### src/rtl/tig_pkg.sv
package tig_pkg;
    localparam int OPC_W = 6;
    localparam int REG_W = 5;
    localparam int SOP_W = 6;

    typedef enum logic [1:0] {
        K_ALU   = 2'd0,
        K_LOAD  = 2'd1,
        K_STORE = 2'd2,
        K_SYS   = 2'd3
    } kind_e;

    typedef struct packed {
        logic             ok;
        kind_e            kind;
        logic [SOP_W-1:0] sop;
    } xlat_t;

    typedef struct packed {
        logic [SOP_W-1:0] sop;
        logic [REG_W-1:0] rd;
        logic [REG_W-1:0] rs1;
        logic [REG_W-1:0] rs2;
    } tinst_t;

    localparam int TINST_W = $bits(tinst_t);

    // Decide whether a retired instruction can alter taint state.
    function automatic logic can_change(kind_e k, logic td, logic t1, logic t2, logic pg);
        case (k)
            K_ALU:   can_change = (td != (t1 | t2));
            K_LOAD:  can_change = pg | td;
            K_STORE: can_change = pg | t2;
            default: can_change = 1'b0;
        endcase
    endfunction
endpackage

### src/rtl/tig_opc_table.sv
module tig_opc_table import tig_pkg::*; (
    input  logic             clk,
    input  logic             rst,
    input  logic             wr_en,
    input  logic [OPC_W-1:0] wr_idx,
    input  xlat_t            wr_ent,
    input  logic [OPC_W-1:0] rd_idx,
    output xlat_t            rd_ent
);
    localparam int ENTRIES = 2 ** OPC_W;

    xlat_t tbl [ENTRIES];

    always_ff @(posedge clk) begin
        if (rst) begin
            for (int i = 0; i < ENTRIES; i++) tbl[i] <= '0;
        end else if (wr_en) begin
            tbl[wr_idx] <= wr_ent;
        end
    end

    assign rd_ent = tbl[rd_idx];
endmodule

### src/rtl/tig_taint_vec.sv
module tig_taint_vec import tig_pkg::*; (
    input  logic             clk,
    input  logic             rst,
    input  logic [REG_W-1:0] rd_idx,
    input  logic [REG_W-1:0] rs1_idx,
    input  logic [REG_W-1:0] rs2_idx,
    output logic             t_rd,
    output logic             t_rs1,
    output logic             t_rs2,
    input  logic             upd_en,
    input  logic             upd_val
);
    localparam int NREG = 2 ** REG_W;

    logic [NREG-1:0] tv;

    always_ff @(posedge clk) begin
        if (rst)         tv <= '0;
        else if (upd_en) tv[rd_idx] <= upd_val;
    end

    assign t_rd  = tv[rd_idx];
    assign t_rs1 = tv[rs1_idx];
    assign t_rs2 = tv[rs2_idx];
endmodule

### src/rtl/tig_fifo.sv
module tig_fifo #(
    parameter int W     = 8,
    parameter int DEPTH = 4
) (
    input  logic         clk,
    input  logic         rst,
    input  logic         push,
    input  logic [W-1:0] din,
    input  logic         pop,
    output logic [W-1:0] dout,
    output logic         valid,
    output logic         full
);
    localparam int PW = (DEPTH > 1) ? $clog2(DEPTH) : 1;
    localparam int CW = $clog2(DEPTH + 1);

    logic [W-1:0]  mem [DEPTH];
    logic [PW-1:0] wp, rp;
    logic [CW-1:0] cnt;
    logic          do_push, do_pop;

    assign full    = (cnt == CW'(DEPTH));
    assign valid   = (cnt != '0);
    assign do_push = push && !full;
    assign do_pop  = pop && valid;
    assign dout    = mem[rp];

    always_ff @(posedge clk) begin
        if (do_push) mem[wp] <= din;
    end

    always_ff @(posedge clk) begin
        if (rst) begin
            wp  <= '0;
            rp  <= '0;
            cnt <= '0;
        end else begin
            if (do_push) wp <= (wp == PW'(DEPTH - 1)) ? '0 : wp + 1'b1;
            if (do_pop)  rp <= (rp == PW'(DEPTH - 1)) ? '0 : rp + 1'b1;
            case ({do_push, do_pop})
                2'b10:   cnt <= cnt + 1'b1;
                2'b01:   cnt <= cnt - 1'b1;
                default: cnt <= cnt;
            endcase
        end
    end
endmodule

### src/rtl/tig_gen.sv
module tig_gen import tig_pkg::*; #(
    parameter int ADDR_W   = 32,
    parameter int IQ_DEPTH = 4,
    parameter int AQ_DEPTH = 4
) (
    input  logic              clk,
    input  logic              rst,
    input  logic              tbl_wr_en,
    input  logic [OPC_W-1:0]  tbl_wr_idx,
    input  logic              tbl_wr_valid,
    input  logic [1:0]        tbl_wr_kind,
    input  logic [SOP_W-1:0]  tbl_wr_sop,
    input  logic              commit_valid,
    output logic              commit_ready,
    input  logic [OPC_W-1:0]  commit_opc,
    input  logic [REG_W-1:0]  commit_rd,
    input  logic [REG_W-1:0]  commit_rs1,
    input  logic [REG_W-1:0]  commit_rs2,
    input  logic [ADDR_W-1:0] commit_addr,
    input  logic              commit_page_taint,
    output logic              ins_valid,
    input  logic              ins_pop,
    output logic [SOP_W-1:0]  ins_sop,
    output logic [REG_W-1:0]  ins_rd,
    output logic [REG_W-1:0]  ins_rs1,
    output logic [REG_W-1:0]  ins_rs2,
    output logic              addr_valid,
    input  logic              addr_pop,
    output logic [ADDR_W-1:0] addr_data
);
    xlat_t  wr_ent, ent;
    tinst_t push_ins, head_ins;
    logic   t_rd, t_rs1, t_rs2;
    logic   ent_ok, is_sys, is_mem, is_alu, is_load;
    logic   emit, need_addr, accept;
    logic   ins_push, addr_push, iq_full, aq_full;
    logic   upd_en, upd_val;

    assign wr_ent = '{ok: tbl_wr_valid, kind: kind_e'(tbl_wr_kind), sop: tbl_wr_sop};

    tig_opc_table u_tbl (
        .clk(clk), .rst(rst),
        .wr_en(tbl_wr_en), .wr_idx(tbl_wr_idx), .wr_ent(wr_ent),
        .rd_idx(commit_opc), .rd_ent(ent)
    );

    tig_taint_vec u_tv (
        .clk(clk), .rst(rst),
        .rd_idx(commit_rd), .rs1_idx(commit_rs1), .rs2_idx(commit_rs2),
        .t_rd(t_rd), .t_rs1(t_rs1), .t_rs2(t_rs2),
        .upd_en(upd_en), .upd_val(upd_val)
    );

    assign ent_ok  = ent.ok;
    assign is_sys  = ent.ok && (ent.kind == K_SYS);
    assign is_alu  = ent.ok && (ent.kind == K_ALU);
    assign is_load = ent.ok && (ent.kind == K_LOAD);
    assign is_mem  = ent.ok && ((ent.kind == K_LOAD) || (ent.kind == K_STORE));

    assign emit      = ent.ok && can_change(ent.kind, t_rd, t_rs1, t_rs2, commit_page_taint);
    assign need_addr = emit && is_mem;

    always_comb begin
        if (!ent.ok)    commit_ready = 1'b1;
        else if (is_sys) commit_ready = !ins_valid && !addr_valid;
        else            commit_ready = !(emit && iq_full) && !(need_addr && aq_full);
    end

    assign accept    = commit_valid && commit_ready;
    assign ins_push  = accept && emit;
    assign addr_push = accept && need_addr;
    assign upd_en    = accept && (is_alu || is_load);
    assign upd_val   = is_load ? commit_page_taint : (t_rs1 | t_rs2);

    assign push_ins = '{sop: ent.sop, rd: commit_rd, rs1: commit_rs1, rs2: commit_rs2};

    tig_fifo #(.W(TINST_W), .DEPTH(IQ_DEPTH)) u_iq (
        .clk(clk), .rst(rst),
        .push(ins_push), .din(push_ins),
        .pop(ins_pop), .dout(head_ins), .valid(ins_valid), .full(iq_full)
    );

    tig_fifo #(.W(ADDR_W), .DEPTH(AQ_DEPTH)) u_aq (
        .clk(clk), .rst(rst),
        .push(addr_push), .din(commit_addr),
        .pop(addr_pop), .dout(addr_data), .valid(addr_valid), .full(aq_full)
    );

    assign ins_sop = head_ins.sop;
    assign ins_rd  = head_ins.rd;
    assign ins_rs1 = head_ins.rs1;
    assign ins_rs2 = head_ins.rs2;
endmodule

### config.mk
export PLATFORM = sky130hd
export DESIGN_NAME = tig_gen
export DESIGN_NICKNAME = d
export VERILOG_FILES = /design/src/rtl/tig_pkg.sv /design/src/rtl/tig_opc_table.sv /design/src/rtl/tig_taint_vec.sv /design/src/rtl/tig_fifo.sv /design/src/rtl/tig_gen.sv
export SDC_FILE = /design/constraint.sdc
export NUM_CORES = 1
export LEC_CHECK = 0
export BUFFER_PORTS_ARGS = -buffer_cell sky130_fd_sc_hd__buf_2
export CORE_UTILIZATION = 40
export DETAILED_ROUTE_END_ITERATION = 16
export GPL_ROUTABILITY_DRIVEN = 1
export PLACE_DENSITY = 0.6
export SYNTH_ARGS = -nofsm -noshare
export SYNTH_HDL_FRONTEND = slang
export SYNTH_SLANG_ARGS = --single-unit
### constraint.sdc
create_clock -name clk -period 12.69 [get_ports clk]
set_input_delay 1.269 -clock clk [delete_from_list [all_inputs] [get_ports clk]]
set_output_delay 1.269 -clock clk [all_outputs]
set_load 0.02 [all_outputs]
**After elaboration in Yosys (flattened, before gate mapping)**

Memories as Yosys holds them, arrays and structs flattened. A register that Yosys moved wholly into a read port is not among the register bits.
Cells that the tools add are included.

- Memory bits (read-only): 0
- Memory bits (writable): 788
- Bits in registers: 46
- Output and inout bits: 56
- Bits in latches: 0
- Memories kept: 3
- Bits of input ports: 75

Memory list:

| memory | depth | width | read ports | clocked after Yosys merged registers in | write ports | line | source |
|---|---|---|---|---|---|---|---|
| u_tbl.tbl | 64 | 9 | 1 | 0 | 64 | tig_opc_table.sv:12 | `xlat_t tbl [ENTRIES];` |
| u_aq.mem | 4 | 32 | 1 | 1 | 1 | tig_fifo.sv:17 | `logic [W-1:0] mem [DEPTH];` |
| u_iq.mem | 4 | 21 | 1 | 1 | 1 | tig_fifo.sv:17 |  |

- Multipliers: 0
- Div/mod/pow operators: 0
- Multiplexer cells: 35
- Equality and inequality tests: 14
- Shift operators: 0
- Add/subtract/negate cells: 8
- Reductions and logical operators: 33
- $lt $le $gt $ge: 4
- Bitwise gates (word level): 3

Operators with widths:

| kind | number |
|---|---|
| 32-bit bitwise mux | 1 |
| 1-bit logical AND | 19 |
| 5-bit by 6-bit less-than comparator with 1-bit output, second input constant | 3 |
| 1-bit two-way mux | 17 |
| 2-bit == test, second input constant | 8 |
| 2-bit two-way mux | 8 |
| 1-bit binary-select mux with 5-bit select | 3 |
| 3-bit case mux with 2 select lines | 2 |
| 9-bit two-way mux | 1 |
| 9-bit OR reduction | 1 |
| 2-bit by 1-bit adder with 2-bit output, second input constant | 4 |
| 3-bit by 1-bit adder with 3-bit output, second input constant | 2 |
| 2-bit by 1-bit == test with 1-bit output, second input constant | 3 |
| 3-bit == test, second input constant | 2 |
| 1-bit zero test | 6 |
| 6-bit two-way mux | 1 |
| 3-bit nonzero test | 2 |
| 3-bit by 1-bit subtractor with 3-bit output, second input constant | 2 |
| 1-bit demux with 5-bit select | 1 |
| 5-bit by 1-bit >= comparator with 1-bit output, second input constant | 1 |
| 2-bit nonzero test | 2 |
| 1-bit OR | 3 |
| 1-bit case mux with 3 select lines | 1 |
| 2-bit zero test | 1 |
| 2 further kinds | 3 |

**Logic depth before layout (Yosys ltp)**

- Depth in word-level cells: 17
- Mapped depth: 21
- Depth with buffers taken out: 17

**By module**

From an unflattened synthesis, not the netlist that was laid out.

- Cell total of the unflattened synthesis: 2430
- Area, all modules: 37855.1 µm²

By module, submodules not included:

| module | times used | area each (µm²) | cells each |
|---|---|---|---|
| tig_opc_table | 1 | 26754.4 | 1741 |
| tig_fifo at u_aq | 1 | 5104.9 | 221 |
| tig_fifo at u_iq | 1 | 3513.4 | 163 |
| tig_taint_vec | 1 | 2230.9 | 270 |
| tig_gen | 1 | 251.5 | 35 |

**Worst setup path after synthesis**

OpenSTA, ideal clock, no wires.

- Kind: input port to output port
- Start: in commit_opc[1]
- End: out commit_ready
- Buffers on the path: 4
- Slack: 6.435 ns
- Cell stages on the path: 15
- Required time: 11.421 ns
- Arrival: 4.986 ns
- Path through: buf_2 > buf_2 > clkbuf_1 > clkbuf_1 > mux4_2 > mux4_2 > mux4_2 > inv_1 > ha_1 > inv_1 > nor3_1 > a32o_2 > nor2_1 > a21oi_1 > o21ai_0

- Longest elaborated chain between the ends: 10

RTL lines:

| what | line | source |
|---|---|---|
| start, declared | tig_gen.sv:15 | `input logic [OPC_W-1:0] commit_opc,` |
| memory 64 x 9 bit * | - |  |
| 2-bit == test (tied with other cells) | tig_pkg.sv:30, tig_gen.sv:58 |  |
| 1-bit case mux with 3 select lines / 1-bit logical OR (equally long branches) | tig_pkg.sv:30, tig_gen.sv:58 |  |
| 1-bit logical AND, on equally long branches | tig_gen.sv:60, tig_gen.sv:58 |  |
| 1-bit logical AND | tig_gen.sv:61 | `assign need_addr = emit && is_mem;` |
| 1-bit logical AND | tig_gen.sv:66 | `else commit_ready = !(emit && iq_full) && !(need_addr && aq_full);` |
| 1-bit zero test | tig_gen.sv:66 |  |
| 1-bit logical AND | tig_gen.sv:66 |  |
| 1-bit two-way mux | tig_gen.sv:65 | `else if (is_sys) commit_ready = !ins_valid && !addr_valid;` |
| 1-bit two-way mux * | tig_gen.sv:64 | `if (!ent.ok) commit_ready = 1'b1;` |
| end, declared | tig_gen.sv:14 | `output logic commit_ready,` |

Mark *: on every way between the ends. The rest lies on a longest branch, timed or not.

**Worst setup path after layout**

- Start: in commit_opc[0]
- End: out commit_ready

Same word-level chain as after synthesis.

==> impl_metrics.yaml <==
global_route:
  grt_overflow: 0
  grt_antenna_before_repair: 8
  grt_max_degree: 79
  grt_usage_pct: 19.47
  grt_pass1_wl_mm: 137.7
  grt_pass1_vias: 21630
sta:
  finalSetupViolCount: 0
  post-route-period-util_pct: 58.61
  slew_headroom_pct: 15.58
  tns_ns: 0
  max_freq_ghz: 0.1345
  clock_skew_ns: 0.03798
  rsz0062_at_grt: "false"
  hold_violations: 0
  slew_violations: 0
  period_minus_slack_ns: 7.437
  worst_pin_slew_ns: 1.266
clock_network:
  cts_made_buffers: 92
  root_buffer: "clkbuf_16"
  ctsResizeCount: 0
  cts_buffer_depth: 3
  cts_hold_buffers: 0
  clkTransAtPathRegs_ns: 0.06
  cts_tree: "yes"
  postCtsSetupBuffers: 0
  clk_latency_ns: 0.67
  cts_sinks: 838
  cts-htree-levels: 3
yosys:
  syn_area_per_cell_um2: 16.00
  synth.area.mux_share_pct: 16.48
  synthArstFlopShare_pct: 0
  syn-cell-area_um2: 37840
  ys_types: 60
  synthCells: 2365
  synth_fa_ha_area_share_pct: 0.6679
  seq_area_frac_synth_pct: 65.17
  synth_top_family_by_area: "multiplexers"
  ys_seq_elements: 838
  yosysWarnings: 0
  synth_edf_count: 788
  synth_xor_area_share_pct: 0.09258
  synthFlopType: "edfxtp_1"
  synth_nets: 2459
  synth-compound-area-share_pct: 2.149
  synthSimpleGateAreaFrac_pct: 13.16
placed_design:
  gp_congestion: 0.8273
  hpwl_mm: 58.49
  port_buffers: 130
die:
  io_pins: 131
  chipWidth_um: 309.6
  dieArea_um2: 95840
  core_area_um2: 93470
  rows: 112
  start_util_pct: 40.49
  die_y_um: 309.6
drt:
  drt_first_pass_iters: 5
  ant_nets: 0
  drcViolationCount: 0
  via_per_inst: 5.404
  drt_iter0_markers: 2118
  wl_per_cell_um: 23.99
  routed_wl_mm: 92.19
  num_vias: 20770
worst_setup_path:
  endpoint_kind: "output pin"
  crit_chain: "buf_8 -> buf_4 -> mux4_2 -> mux4_2 -> mux4_2 -> inv_1 -> ha_1 -> inv_1 -> nor3_1 -> a32o_2 -> nor2_1 -> a21oi_1 -> o21ai_0 -> buf_2"
  crit_fanout: 78
  crit_required_ns: 11.42
  reg2reg_slack_ns: 7.97
  crit_family: "buffers and inverters"
  cp_common_cell: "mux4_2"
  slowest_stage: "buf_4"
  crit_type: "input port to output pin"
  startpoint_type: "input port"
  cp.arrival_ns: 6.17
  critPathMaxStageDelay_ns: 0.88
  crit_buf_inv: 5
power:
  ir_drop_v: 0.0001152
  cellPowerDensity_nw_per_um2: 153.5
  leakage_nw: 14.80
cells_and_area:
  utilization_pct: 46.11
  final_nets: 2604
  fill_cells: 8036
  synthToLayoutAreaGrowth_pct: 13.90
  drive_above_1_share_pct: 25.00
  final_common_cell: "edfxtp_1"
  final_cell_mix: "edfxtp_1 (788), and2_1 (578), mux4_2 (236)"
status:
  status: "completed"
flow_run:
  max-cap-violations: 0
hold_path:
  min_path_type: "flop to flop"
power breakdown:
part / switching [W] / leakage (nW) / internal, W
Clock: 0.00112 / 1.49 / 0.00161
Combinational: 0.000426 / 5.52 / 0.000271
Sequential: 0.0000426 / 7.79 / 0.00315
Total: 0.00159 / 14.8 / 0.00503
area by class of cell:
class	count	area, um^2	share of cell area [%]
repair buffers	219	1335	3.097
inverters	24	90.09	0.2090
diodes	1	2.502	0.005806
multi-input cells	1335	12330	28.62
clock buffers	112	2420	5.614
well taps	1254	1569	3.640
flip-flops and latches	838	24660	57.23
clock inverters	60	685.7	1.591
flip-flops by register name, indices dropped and copies added, names as in the netlist, named ones only:
name       count
u_aq.mem     128
u_iq.mem      84
u_aq.wp        2
u_aq.rp        2
u_aq.cnt       3
u_tv.tv       32
u_iq.rp        2
u_iq.cnt       3
u_tbl.tbl    576
u_iq.wp        2
cell usage after synthesis (all sizes together), types with 2 or more instances:
library cell | n | area, um^2
edfxtp | 788 | 23660
and2 | 578 | 3616
mux4 | 239 | 5394
clkbuf | 115 | 431.7
nand2 | 95 | 434.2
nor2 | 84 | 315.3
mux2i | 83 | 830.8
o21ai | 69 | 352.8
buf | 53 | 340.3
dfxtp | 50 | 1001
nor3 | 37 | 185.2
a21oi | 23 | 118.9
inv | 23 | 86.33
ha | 17 | 212.7
nand3 | 15 | 80.08
and3 | 12 | 75.07
a22oi | 8 | 60.06
o22ai | 8 | 50.05
nand2b | 7 | 43.79
nor2b | 7 | 43.79
nand3b | 6 | 45.04
or3 | 6 | 37.54
a21o | 5 | 37.54
or3b | 5 | 43.80
xor2 | 4 | 35.03
a211oi | 2 | 15.01
a31oi | 2 | 25.02
fa | 2 | 40.04
nor4 | 2 | 18.77
o21bai | 2 | 26.28
o32ai | 2 | 17.52
o41ai | 2 | 36.29
final timing paths:
| check | end | start | cells after the start |
|---|---|---|---|
| max | commit_ready | commit_opc[0] | 14 |
| min | flop | u_iq.rp[1] | 2 |
| max reg2reg | u_iq.mem[1][0] | u_tbl.tbl[52][7] | 9 |
| min reg2reg | flop | u_iq.rp[1] | 2 |
worst reg2reg max path, cell delays in order, from the launching register on:
cell and delay, ns:
edfxtp_1 0.40, mux4_2 0.48, mux4_2 0.57, mux4_2 0.58, inv_1 0.12, ha_1 0.24
nand2_1 0.11, o32a_1 0.39, a21oi_1 0.47, and3_1 0.98
metrics by stage:
step | instance area (um^2) | cells | total power (W) | setup slack (ns) | hold WS (ns)
CTS | 43100 | 3842 | 0.006685 | 5.197 | 0.4985
global placement | 39990 | 3670 | 0.003935 | 5.201 | 0.4684
finish | 43100 | 3843 | 0.006618 | 5.253 | 0.4947
floorplan | 37840 | 2365 | 0.003697 | 6.435 | 0.4541
global route | 43100 | 3842 | 0.006844 | 4.887 | 0.5238
detailed placement | 39990 | 3670 | 0.003956 | 5.211 | 0.4825
cell families after synthesis:
group / after synthesis
simple gates: 859
mux: 323
xor+xnor: 4
fa+ha+maj: 19
buf+inv: 192
compound gates: 130
flops: 838
metal layers:
metal	share of wire, %	GRT usage [%]	up-vias
li1	-	-	9210
met1	41	25.54	10670
met2	49	32.18	728
met3	7.1	4.044	155
met4	2.7	6.643	6
met5	0.039	0	-
Power figures use the tool's default switching activity.
